--- src/rtl/pte_cls_pkg.sv ---
package pte_cls_pkg;

  localparam int unsigned ATTR_W = 8;
  localparam int unsigned KIND_W = 2;
  localparam int unsigned PRIV_W = 2;
  localparam int unsigned CODE_W = 3;

  localparam int unsigned B_V = 0;
  localparam int unsigned B_R = 1;
  localparam int unsigned B_W = 2;
  localparam int unsigned B_X = 3;
  localparam int unsigned B_U = 4;
  localparam int unsigned B_G = 5;
  localparam int unsigned B_A = 6;
  localparam int unsigned B_D = 7;

  typedef enum logic [KIND_W-1:0] {
    KIND_FETCH = 2'd0,
    KIND_LOAD  = 2'd1,
    KIND_STORE = 2'd2,
    KIND_RMW   = 2'd3
  } kind_e;

  typedef enum logic [PRIV_W-1:0] {
    PRV_USER  = 2'd0,
    PRV_SUPER = 2'd1,
    PRV_RSVD  = 2'd2,
    PRV_MACH  = 2'd3
  } priv_e;

  typedef enum logic [CODE_W-1:0] {
    FLT_NONE   = 3'd0,
    FLT_MEM    = 3'd1,
    FLT_BADPTE = 3'd2,
    FLT_DENY   = 3'd3,
    FLT_ALIGN  = 3'd4,
    FLT_ADUPD  = 3'd5
  } flt_e;

  function automatic logic kind_writes(kind_e k);
    return (k == KIND_STORE) || (k == KIND_RMW);
  endfunction

endpackage

--- src/rtl/pte_entry_decode.sv ---
module pte_entry_decode
  import pte_cls_pkg::*;
(
  input  logic [ATTR_W-1:0] attr,
  output logic              is_invalid,
  output logic              is_pointer,
  output logic              is_leaf
);
  logic no_rwx;

  always_comb begin
    // Write-only pages are a reserved encoding and count as invalid.
    is_invalid = !attr[B_V] || (attr[B_W] && !attr[B_R]);
    no_rwx     = !(attr[B_R] || attr[B_W] || attr[B_X]);
    is_pointer = !is_invalid && no_rwx;
    is_leaf    = !is_invalid && !no_rwx;
  end
endmodule

--- src/rtl/pte_access_rights.sv ---
module pte_access_rights
  import pte_cls_pkg::*;
(
  input  logic [ATTR_W-1:0] attr,
  input  kind_e             kind,
  input  priv_e             priv,
  input  logic              mxr,
  input  logic              sum,
  output logic              rights_ok,
  output logic              priv_bad
);
  logic rd_cond;
  logic kind_cond;
  logic user_pg;

  always_comb begin
    user_pg = attr[B_U];
    rd_cond = attr[B_R] || (attr[B_X] && mxr);
    unique case (kind)
      KIND_FETCH: kind_cond = attr[B_X];
      KIND_LOAD:  kind_cond = rd_cond;
      KIND_STORE: kind_cond = attr[B_W];
      default:    kind_cond = attr[B_W] && rd_cond;
    endcase

    priv_bad  = 1'b0;
    rights_ok = 1'b0;
    unique case (priv)
      PRV_USER:  rights_ok = user_pg && kind_cond;
      PRV_SUPER: begin
        if (kind == KIND_FETCH) rights_ok = !user_pg && attr[B_X];
        else                    rights_ok = (!user_pg || sum) && kind_cond;
      end
      default:   priv_bad = 1'b1;
    endcase
  end
endmodule

--- src/rtl/pte_ad_update.sv ---
module pte_ad_update
  import pte_cls_pkg::*;
(
  input  logic [ATTR_W-1:0] attr,
  input  logic              enable,
  input  kind_e             kind,
  output logic              need,
  output logic [ATTR_W-1:0] new_attr
);
  logic wr;
  logic set_d;

  always_comb begin
    wr       = kind_writes(kind);
    set_d    = wr && !attr[B_D];
    need     = enable && (!attr[B_A] || set_d);
    new_attr = attr;
    if (need) begin
      new_attr[B_A] = 1'b1;
      if (wr) new_attr[B_D] = 1'b1;
    end
  end
endmodule

--- src/rtl/pte_cause_map.sv ---
module pte_cause_map
  import pte_cls_pkg::*;
#(
  parameter int unsigned CAUSE_W = 5
)(
  input  flt_e               code,
  input  kind_e              kind,
  output logic [CAUSE_W-1:0] cause
);
  localparam logic [CAUSE_W-1:0] C_FETCH_ACC = CAUSE_W'(1);
  localparam logic [CAUSE_W-1:0] C_LOAD_ACC  = CAUSE_W'(5);
  localparam logic [CAUSE_W-1:0] C_STORE_ACC = CAUSE_W'(7);
  localparam logic [CAUSE_W-1:0] C_FETCH_PG  = CAUSE_W'(12);
  localparam logic [CAUSE_W-1:0] C_LOAD_PG   = CAUSE_W'(13);
  localparam logic [CAUSE_W-1:0] C_STORE_PG  = CAUSE_W'(15);

  always_comb begin
    cause = '0;
    if (code == FLT_MEM) begin
      unique case (kind)
        KIND_FETCH: cause = C_FETCH_ACC;
        KIND_LOAD:  cause = C_LOAD_ACC;
        default:    cause = C_STORE_ACC;
      endcase
    end else if (code != FLT_NONE) begin
      unique case (kind)
        KIND_FETCH: cause = C_FETCH_PG;
        KIND_LOAD:  cause = C_LOAD_PG;
        default:    cause = C_STORE_PG;
      endcase
    end
  end
endmodule

--- src/rtl/pte_perm_classifier.sv ---
module pte_perm_classifier
  import pte_cls_pkg::*;
#(
  parameter int unsigned CAUSE_W = 5
)(
  input  logic               clk,
  input  logic               rst,
  input  logic               req_valid,
  input  logic [7:0]         req_attr,
  input  logic [1:0]         req_kind,
  input  logic [1:0]         req_priv,
  input  logic               req_mxr,
  input  logic               req_sum,
  input  logic               req_upd_en,
  input  logic               req_mem_err,
  input  logic               req_misalign,
  output logic               res_valid,
  output logic               res_invalid,
  output logic               res_pointer,
  output logic               res_grant,
  output logic               res_upd_need,
  output logic [7:0]         res_new_attr,
  output logic               res_priv_err,
  output logic               res_fault,
  output logic [2:0]         res_fault_code,
  output logic [CAUSE_W-1:0] res_cause
);
  kind_e kind;
  priv_e priv;
  logic  d_invalid, d_pointer, d_leaf;
  logic  r_ok, r_bad;
  logic  grant;
  logic  u_need;
  logic [ATTR_W-1:0] u_attr;
  flt_e  code;
  logic [CAUSE_W-1:0] cause;

  assign kind = kind_e'(req_kind);
  assign priv = priv_e'(req_priv);

  pte_entry_decode u_dec (
    .attr       (req_attr),
    .is_invalid (d_invalid),
    .is_pointer (d_pointer),
    .is_leaf    (d_leaf)
  );

  pte_access_rights u_rights (
    .attr      (req_attr),
    .kind      (kind),
    .priv      (priv),
    .mxr       (req_mxr),
    .sum       (req_sum),
    .rights_ok (r_ok),
    .priv_bad  (r_bad)
  );

  assign grant = d_leaf && r_ok;

  pte_ad_update u_ad (
    .attr     (req_attr),
    .enable   (grant),
    .kind     (kind),
    .need     (u_need),
    .new_attr (u_attr)
  );

  // Failure priority: memory, invalid, denied, misaligned, update blocked.
  always_comb begin
    code = FLT_NONE;
    if (req_mem_err)                  code = FLT_MEM;
    else if (d_invalid)               code = FLT_BADPTE;
    else if (d_leaf && !grant)        code = FLT_DENY;
    else if (grant && req_misalign)   code = FLT_ALIGN;
    else if (u_need && !req_upd_en)   code = FLT_ADUPD;
  end

  pte_cause_map #(.CAUSE_W(CAUSE_W)) u_cause (
    .code  (code),
    .kind  (kind),
    .cause (cause)
  );

  always_ff @(posedge clk) begin
    if (rst) begin
      res_valid      <= 1'b0;
      res_invalid    <= 1'b0;
      res_pointer    <= 1'b0;
      res_grant      <= 1'b0;
      res_upd_need   <= 1'b0;
      res_new_attr   <= '0;
      res_priv_err   <= 1'b0;
      res_fault      <= 1'b0;
      res_fault_code <= '0;
      res_cause      <= '0;
    end else begin
      res_valid <= req_valid;
      if (req_valid) begin
        res_invalid    <= d_invalid;
        res_pointer    <= d_pointer;
        res_grant      <= grant;
        res_upd_need   <= u_need;
        res_new_attr   <= u_attr;
        res_priv_err   <= r_bad;
        res_fault      <= (code != FLT_NONE);
        res_fault_code <= code;
        res_cause      <= cause;
      end
    end
  end

  AST_RESULT_FOLLOWS: assert property (@(posedge clk) disable iff (rst)
    req_valid |=> res_valid);
  AST_NO_STRAY_RESULT: assert property (@(posedge clk) disable iff (rst)
    !req_valid |=> !res_valid);
  AST_INVALID_NOT_GRANTED: assert property (@(posedge clk) disable iff (rst)
    res_valid && res_invalid |-> !res_grant && !res_pointer);
  AST_POINTER_UNTOUCHED: assert property (@(posedge clk) disable iff (rst)
    res_valid && res_pointer |-> !res_upd_need && !res_grant);
  AST_UNSUPPORTED_DENIED: assert property (@(posedge clk) disable iff (rst)
    res_valid && res_priv_err |-> !res_grant);
  AST_UPDATE_SETS_ACCESSED: assert property (@(posedge clk) disable iff (rst)
    res_valid && res_upd_need |-> res_new_attr[B_A]);
  AST_MEM_ERR_WINS: assert property (@(posedge clk) disable iff (rst)
    req_valid && req_mem_err |=> res_fault_code == 3'd1);
  AST_NO_FAULT_NO_CAUSE: assert property (@(posedge clk) disable iff (rst)
    res_valid && !res_fault |-> res_cause == '0 && res_fault_code == 3'd0);

endmodule

--- config.mk ---
export PLATFORM = sky130hd
export DESIGN_NAME = pte_perm_classifier
export DESIGN_NICKNAME = d
export VERILOG_FILES = /design/src/rtl/pte_cls_pkg.sv /design/src/rtl/pte_entry_decode.sv /design/src/rtl/pte_access_rights.sv /design/src/rtl/pte_ad_update.sv /design/src/rtl/pte_cause_map.sv /design/src/rtl/pte_perm_classifier.sv
export SDC_FILE = /design/constraint.sdc
export NUM_CORES = 1
export LEC_CHECK = 0
export BUFFER_PORTS_ARGS = -buffer_cell sky130_fd_sc_hd__buf_2
export CORE_AREA = 4 4 69 65
export DETAILED_ROUTE_END_ITERATION = 10
export DIE_AREA = 0 0 73 69
export SKIP_CTS_REPAIR_TIMING = 1
export SYNTH_ARGS = -nofsm -noshare
export SYNTH_HDL_FRONTEND = slang
export SYNTH_SLANG_ARGS = --single-unit
--- constraint.sdc ---
create_clock -name clk -period 2.2 [get_ports clk]
set_clock_uncertainty 0.15 [all_clocks]
set_input_delay 0.11 -clock clk [delete_from_list [all_inputs] [get_ports clk]]
set_output_delay 0.11 -clock clk [all_outputs]
set_load 0.1 [all_outputs]
* After elaboration in Yosys (flattened, before gate mapping)
Index checks and enable logic that the tools add are counted.
** Word-level totals
- Bits in registers :: 23
- Latch bits :: 0
- Bits in writable memories :: 0
- Bits in read-only memories :: 0
- Input bits :: 20
- Output and inout port bits :: 23
- Logic and storage cells :: 64
- Memories :: 0
** Operators by class
- Add/subtract/negate cells :: 0
- $mul :: 0
- Div/mod/pow operators :: 0
- Magnitude comparators :: 0
- Equality and inequality tests :: 5
- Shifts and indexed selects :: 0
- Muxes and demuxes :: 15
- Bitwise operators :: 0
- Reductions and logical operators :: 34
** Operators by type and width (count)
- 3-bit two-way mux :: 5
- 1-bit logical AND :: 14
- 5-bit two-way mux :: 2
- 1-bit logical NOT :: 9
- 1-bit logical OR :: 7
- 3-bit case mux with 2 select lines :: 1
- 2-bit by 1-bit == test with 1-bit output (second input constant) :: 2
- 2-bit == test (second input constant) :: 2
- 2-bit logical NOT :: 2
- 2-bit case mux with 2 select lines :: 1
- 3-bit by 1-bit == test with 1-bit output (second input constant) :: 1
- 1-bit two-way mux :: 3
- 1-bit case mux with 3 select lines :: 1
- 3-bit nonzero test :: 1
- 2-bit two-way mux :: 1
- 1-bit case mux with 2 select lines :: 1
- 2-bit OR reduction :: 1

* Depth between registers and ports, before layout
- Word-level depth :: 18
- Mapped depth :: 5
- Gate-level depth less buffers :: 5

* Hierarchy
Synthesis repeated with hierarchy kept, for this count alone.
** Second synthesis, totals
- Cells, all modules :: 123
- Area, all modules :: 1108.6 µm²
** By module, submodules not included
- pte_perm_classifier :: instances 1, cells an instance 89, area an instance 889.6 µm², sequential area each 460.4 µm²
- pte_ad_update :: instances 1, cells an instance 10, area an instance 73.8 µm², sequential area each 0.0 µm²
- pte_access_rights :: instances 1, cells an instance 10, area an instance 56.3 µm², sequential area each 0.0 µm²
- pte_cause_map :: instances 1, cells an instance 9, area an instance 51.3 µm², sequential area each 0.0 µm²
- pte_entry_decode :: instances 1, cells an instance 5, area an instance 37.5 µm², sequential area each 0.0 µm²

* Least setup slack after synthesis
Ideal clock, no wire load.
- Path kind :: input to register
- From :: input port req_priv[0]
- To :: register res_cause[0]
- Library setup time :: 0.133 ns
- Arrival :: 1.374 ns
- Required time :: 1.917 ns
- Path slack :: 0.544 ns
- Stages :: 5
- Buffers on the path :: 0
- Cell sequence :: and2_1 a2111o_1 or4b_4 o211ai_2 a31oi_1
** Between the ends
- Cells in the longest elaborated chain, start to end :: 13
- Elaborated cells on any way between the ends :: 18
- Classes of those cells :: eq/ne: 2; mux: 8; reduce/logical: 8
** Ends and longest elaborated chain
- start, declared :: RTL line pte_perm_classifier.sv:11 : input logic [1:0] req_priv,
- 2-bit by 1-bit == test with 1-bit output or 2-bit logical NOT (tied branches) :: RTL line pte_access_rights.sv:28 : unique case (priv)
- 1-bit case mux with 2 select lines * :: RTL line pte_access_rights.sv:28
- 1-bit logical AND * :: RTL line pte_perm_classifier.sv:58 : assign grant = d_leaf && r_ok;
- 1-bit logical AND :: RTL line pte_ad_update.sv:16 : need = enable && (!attr[B_A] || set_d);
- 1-bit logical AND :: RTL line pte_perm_classifier.sv:75 : else if (u_need && !req_upd_en) code = FLT_ADUPD;
- 3-bit two-way mux :: RTL line pte_perm_classifier.sv:75
- 3-bit two-way mux :: RTL line pte_perm_classifier.sv:74 : else if (grant && req_misalign) code = FLT_ALIGN;
- 3-bit two-way mux * :: RTL line pte_perm_classifier.sv:73 : else if (d_leaf && !grant) code = FLT_DENY;
- 3-bit two-way mux * :: RTL line pte_perm_classifier.sv:72 : else if (d_invalid) code = FLT_BADPTE;
- 3-bit two-way mux * :: RTL line pte_perm_classifier.sv:71 : if (req_mem_err) code = FLT_MEM;
- 3-bit nonzero test :: RTL line pte_cause_map.sv:25 : end else if (code != FLT_NONE) begin
- 5-bit two-way mux :: RTL line pte_cause_map.sv:25
- 5-bit two-way mux * :: RTL line pte_cause_map.sv:19 : if (code == FLT_MEM) begin
- end signal, assigned :: RTL line pte_perm_classifier.sv:107 : res_cause <= cause;
- end, declared :: RTL line pte_perm_classifier.sv:26 : output logic [CAUSE_W-1:0] res_cause
Every way passes the cells marked *; elsewhere a longest branch is shown, timed or not.
A chain may end at the register's enable or synchronous reset.

* Final worst setup path
- From :: input port req_attr[0]
- To :: register res_cause[0]
** Between the ends
- Cells in the longest elaborated chain, start to end :: 15
- Elaborated cells on any way between the ends :: 19
- Classes of those cells :: eq/ne: 1; mux: 7; reduce/logical: 11
** Ends and longest elaborated chain
- start, declared :: RTL line pte_perm_classifier.sv:9 : input logic [7:0] req_attr,
- 1-bit logical NOT * :: RTL line pte_entry_decode.sv:13 : is_invalid = !attr[B_V] || (attr[B_W] && !attr[B_R]);
- 1-bit logical OR * :: RTL line pte_entry_decode.sv:13
- 1-bit logical NOT :: RTL line pte_entry_decode.sv:16 : is_leaf = !is_invalid && !no_rwx;
- 1-bit logical AND :: RTL line pte_entry_decode.sv:16
- 1-bit logical AND :: RTL line pte_perm_classifier.sv:58
- 1-bit logical AND :: RTL line pte_ad_update.sv:16
- 1-bit logical AND :: RTL line pte_perm_classifier.sv:75
- 3-bit two-way mux :: RTL line pte_perm_classifier.sv:75
- 3-bit two-way mux :: RTL line pte_perm_classifier.sv:74
- 3-bit two-way mux :: RTL line pte_perm_classifier.sv:73
- 3-bit two-way mux * :: RTL line pte_perm_classifier.sv:72
- 3-bit two-way mux * :: RTL line pte_perm_classifier.sv:71
- 3-bit nonzero test :: RTL line pte_cause_map.sv:25
- 5-bit two-way mux :: RTL line pte_cause_map.sv:25
- 5-bit two-way mux * :: RTL line pte_cause_map.sv:19
Marked as above.

==> results <==
- Row generation in the floorplan step produced 21 rows.
- The average instance area after synthesis is about 9.1 µm².
- Port buffering added 41 buffers.
- The portion of the post-synthesis area used by sequential elements is 40.2%.
- The endpoint with the worst hold slack is res_new_attr[4].
- The first TritonRoute pass finished after 4 iterations.
- Counting I/O delays and the setup requirement, the final critical path takes 1.77 ns.
- TritonCTS built the clock tree.
- In this run, CTS created clock tree buffers numbering 3.
- The worst min-delay path startpoint is req_attr[4].
- The number of antenna violations at the first check in global routing is 0.
- The number of enable-type register cells in the synthesized netlist is 0.
- The worst hold path passes through 3 cells.
- The final reports fail on negative hold slack.
- The number of sinks on the clock net is 22.
- The type of the most critical hold path is primary input to flip-flop.
- The fraction of final layout cells with drive strength greater than 1 is around 34%.
- The largest stage delay on the critical path is 0.56 ns.
- For this run, the total global-route usage over all layers was measured as 11.5%.
- The final RePlAce weighted congestion is 0.908.
- The count of final hold-check violations is 1.
- Sorting the synthesized cells by area gives the leading types as sky130_fd_sc_hd__dfxtp_1 40%, sky130_fd_sc_hd__mux2i_1 8.2%, sky130_fd_sc_hd__nor2_1 6.2%.
- For this block, the routed nets add up to 2740 µm of wire.
- The critical-path maximum fanout is 7.
- Clock latency on the worst-skew pair, taken at its later pin, is 0.25 ns.
- The flow ran to the end, but the final reports show violations.
- The highest clock frequency the design can meet is about 560 MHz.
- The floorplan die width is 73 µm.
- After technology mapping, the gate count stands at 120.
- The clock transition at the register clock pins on the worst setup and hold paths after CTS is 0.08 ns.
- Setup violations remaining at the end of the flow were counted as 0.
- The dominant synthesized flop cell is sky130_fd_sc_hd__dfxtp_1.
- The first global-routing pass estimated 4730 µm of wire.
- In this run the count of I/O pins placed on the die edge is 43.
- The number of remaining DRC errors is 0.
- The region available for standard cell placement spans 3700 µm².
- The worst setup path is launched from a primary input.
- The max capacitance violation total is 0.
- The worst register-to-register path has a depth of 3.
- Yosys instantiated no cell more often than sky130_fd_sc_hd__dfxtp_1.
- In this run the remaining antenna-violating nets after routing total 0.
- The relative slew slack is between 60% and 70%.
- The HPWL after detailed placement is 2170 µm.
- The maximum number of pins on one net before global-route repair is 29.
- Summing every instance area after synthesis gives between 1000 and 1500 µm².
- The die is 69 µm tall.
- The repair_antennas step left the layout with diodes totalling 0.
- The detailed router placed 1012 vias in this run.
- The count of routing violations after the opening detailed-route iteration is 9.
- The growth of design area from synthesis to finish is 27.9%.
- The leakage power total is 0.613 nW.
- The global route total overflow is 0.
- The peak supply drop is 0.000286 V.
- The proportion of register bits with asynchronous set or reset after synthesis is 0%.
- The share of the cycle needed by the critical path after routing is 80.5%.
- The net count after synthesis is 140.
- The number of vias per cell after detailed routing is 4.89.
- For this design the ratio of total power to cell area is 721 nW/µm².
- In this run the critical register-to-register path is captured at res_cause[0].
- The initial utilization of the core area, before any placement, comes to 29.6%.
- At the pin with the least slew margin, the transition time is 0.519 ns.
- The dominant cell type by area after synthesis is sky130_fd_sc_hd__dfxtp_1.
- Dividing the detail-routed wire length by the instance count gives 13.3 µm.
- The classification of the worst setup path is primary input to flip-flop.
- Walking the worst path, the cells encountered are dlygate4sd3_1, buf_2, nor4b_1, or4_2, o211ai_2, a31oi_1.
- The layout net count is 183.
- In this run, synthesis produced a sequential element count of 22.
- The overall die area is 5040 µm².
- The maximum buffer depth of the clock tree is 2.
- The synthesized design devotes to its leading area cell type between 40% and 50% of total area.
- For this run, the number of Yosys warnings is 0.
- The final-layout setup total negative slack is 0 ns.
- The worst setup slack for register-to-register paths is approximately 1.3 ns.
- The clock root buffer is sky130_fd_sc_hd__clkbuf_8.
- The placement-stage cell area is approximately 1300 µm².
- The max-slew violation count is 0.
- On the final layout, the worst hold slack is -0.0375 ns.
- The element type at the critical path end is a flip-flop.
- Setup repair after global routing left no endpoint under its margin.
- By count the netlist is led by 22 x sky130_fd_sc_hd__dfxtp_1, 18 x sky130_fd_sc_hd__nor2_1, 10 x sky130_fd_sc_hd__nand2b_1.
- The largest individual stage delay along the critical path comes from the cell sky130_fd_sc_hd__or4_2.
- The via count of the first global-routing pass is 1063.
- The final instance area is ~1400 µm².
- After synthesis, the netlist uses 41 different library cells.
- The signal arrival time at the worst endpoint is 1.76 ns.
- The total number of H-tree levels is 1.
- The startpoint of the lowest-slack register-to-register path is res_cause[0].
- The critical path data required time is 2.19 ns.
==> layout make-up <==
type	count	area, µm²
tap	46	57.6
sequential	22	440
fill	381	2300
inverter	1	3.75
clock buffer	3	41.3
timing repair buffer	44	233
multi-input combinational	91	624
==> logic make-up (layout without fill, tap and decap cells) <==
logic type             count (synthesis)  in the layout  share of synthesized area (%)
multiplexers                          10             10                           9.26
other                                  1              1                          0.343
buffers and inverters                  7             48                           2.74
flip-flops                            22             22                           40.2
AO/OA/AOI/OAI                         30             30                           20.7
AND/OR/NAND/NOR                       50             50                           26.7
==> flip-flops by register name, indices dropped and copies added, names as in the netlist <==
name and flops:
res_fault_code 3, res_valid 1, res_new_attr 8, res_pointer 1
res_fault 1, res_priv_err 1, res_invalid 1, res_upd_need 1
res_cause 4, res_grant 1
==> critical path: cells and delay by family <==
| kind | cells | cell delay (ns) |
|---|---|---|
| AOI/OAI and AO/OA | 2 | 0.23 |
| buffers and inverters | 2 | 0.68 |
| and+or+nand+nor | 2 | 0.73 |
==> worst max-delay path by stage <==
| stage | startpoint | endpoint | slack, ns | cells after the start |
|---|---|---|---|---|
| floorplan | req_priv[0] | res_cause[0] | 0.54 | 5 |
| global placement | req_kind[1] | res_cause[0] | 0.36 | 6 |
| detailed placement | req_kind[1] | res_cause[1] | 0.27 | 6 |
| CTS | req_kind[1] | res_cause[1] | 0.55 | 6 |
| global route | req_attr[0] | res_cause[2] | 0.33 | 6 |
| finish | req_attr[0] | res_cause[0] | 0.43 | 6 |
==> layout by cell type, fill, tap and decap left out, drive strengths merged, types with 2 or more instances in the layout <==
cell type / instances
nor2b: 4
o21ai: 3
or2: 2
o21a: 3
buf: 42
dfxtp: 22
nor4b: 2
a211oi: 3
mux2i: 9
clkbuf: 3
dlygate4sd3: 2
a21oi: 9
nand2b: 10
a31oi: 3
nand2: 4
nor2: 18
or4: 2
==> power by group <==
part / total (W) / internal [W] / switching [W]
registers: 0.000431 / 0.000421 / 0.0000103
clock network: 0.000247 / 0.000122 / 0.000125
logic: 0.000331 / 0.0000745 / 0.000256
total: 0.00101 / 0.000618 / 0.000391
==> per-stage QoR <==
stage | worst slack [ns] | util [%] | power, W | hold slack, ns | instances
after global routing | 0.328 | 37.8 | 0.00106 | 0.00957 | 207
after floorplan | 0.544 | - | 0.000702 | 0.0316 | 120
after global placement | 0.364 | 36.1 | 0.000767 | 0.197 | 202
after detailed placement | 0.274 | 36.1 | 0.000770 | 0.226 | 202
after CTS | 0.552 | 37.3 | 0.00102 | -0.0585 | 205
final | 0.429 | 37.8 | 0.00101 | -0.0375 | 207
==> metal layers <==
layer / part of all wire, % / vias up / global-route usage (%)
li1: - / 514 / -
met1: 46 / 463 / 14.8
met2: 46 / 31 / 18.3
met3: 7.1 / 4 / 3.49
met4: 1.1 / 0 / 3.28
met5: 0 / - / 0
No activity file was read; power rests on OpenSTA's default activity.
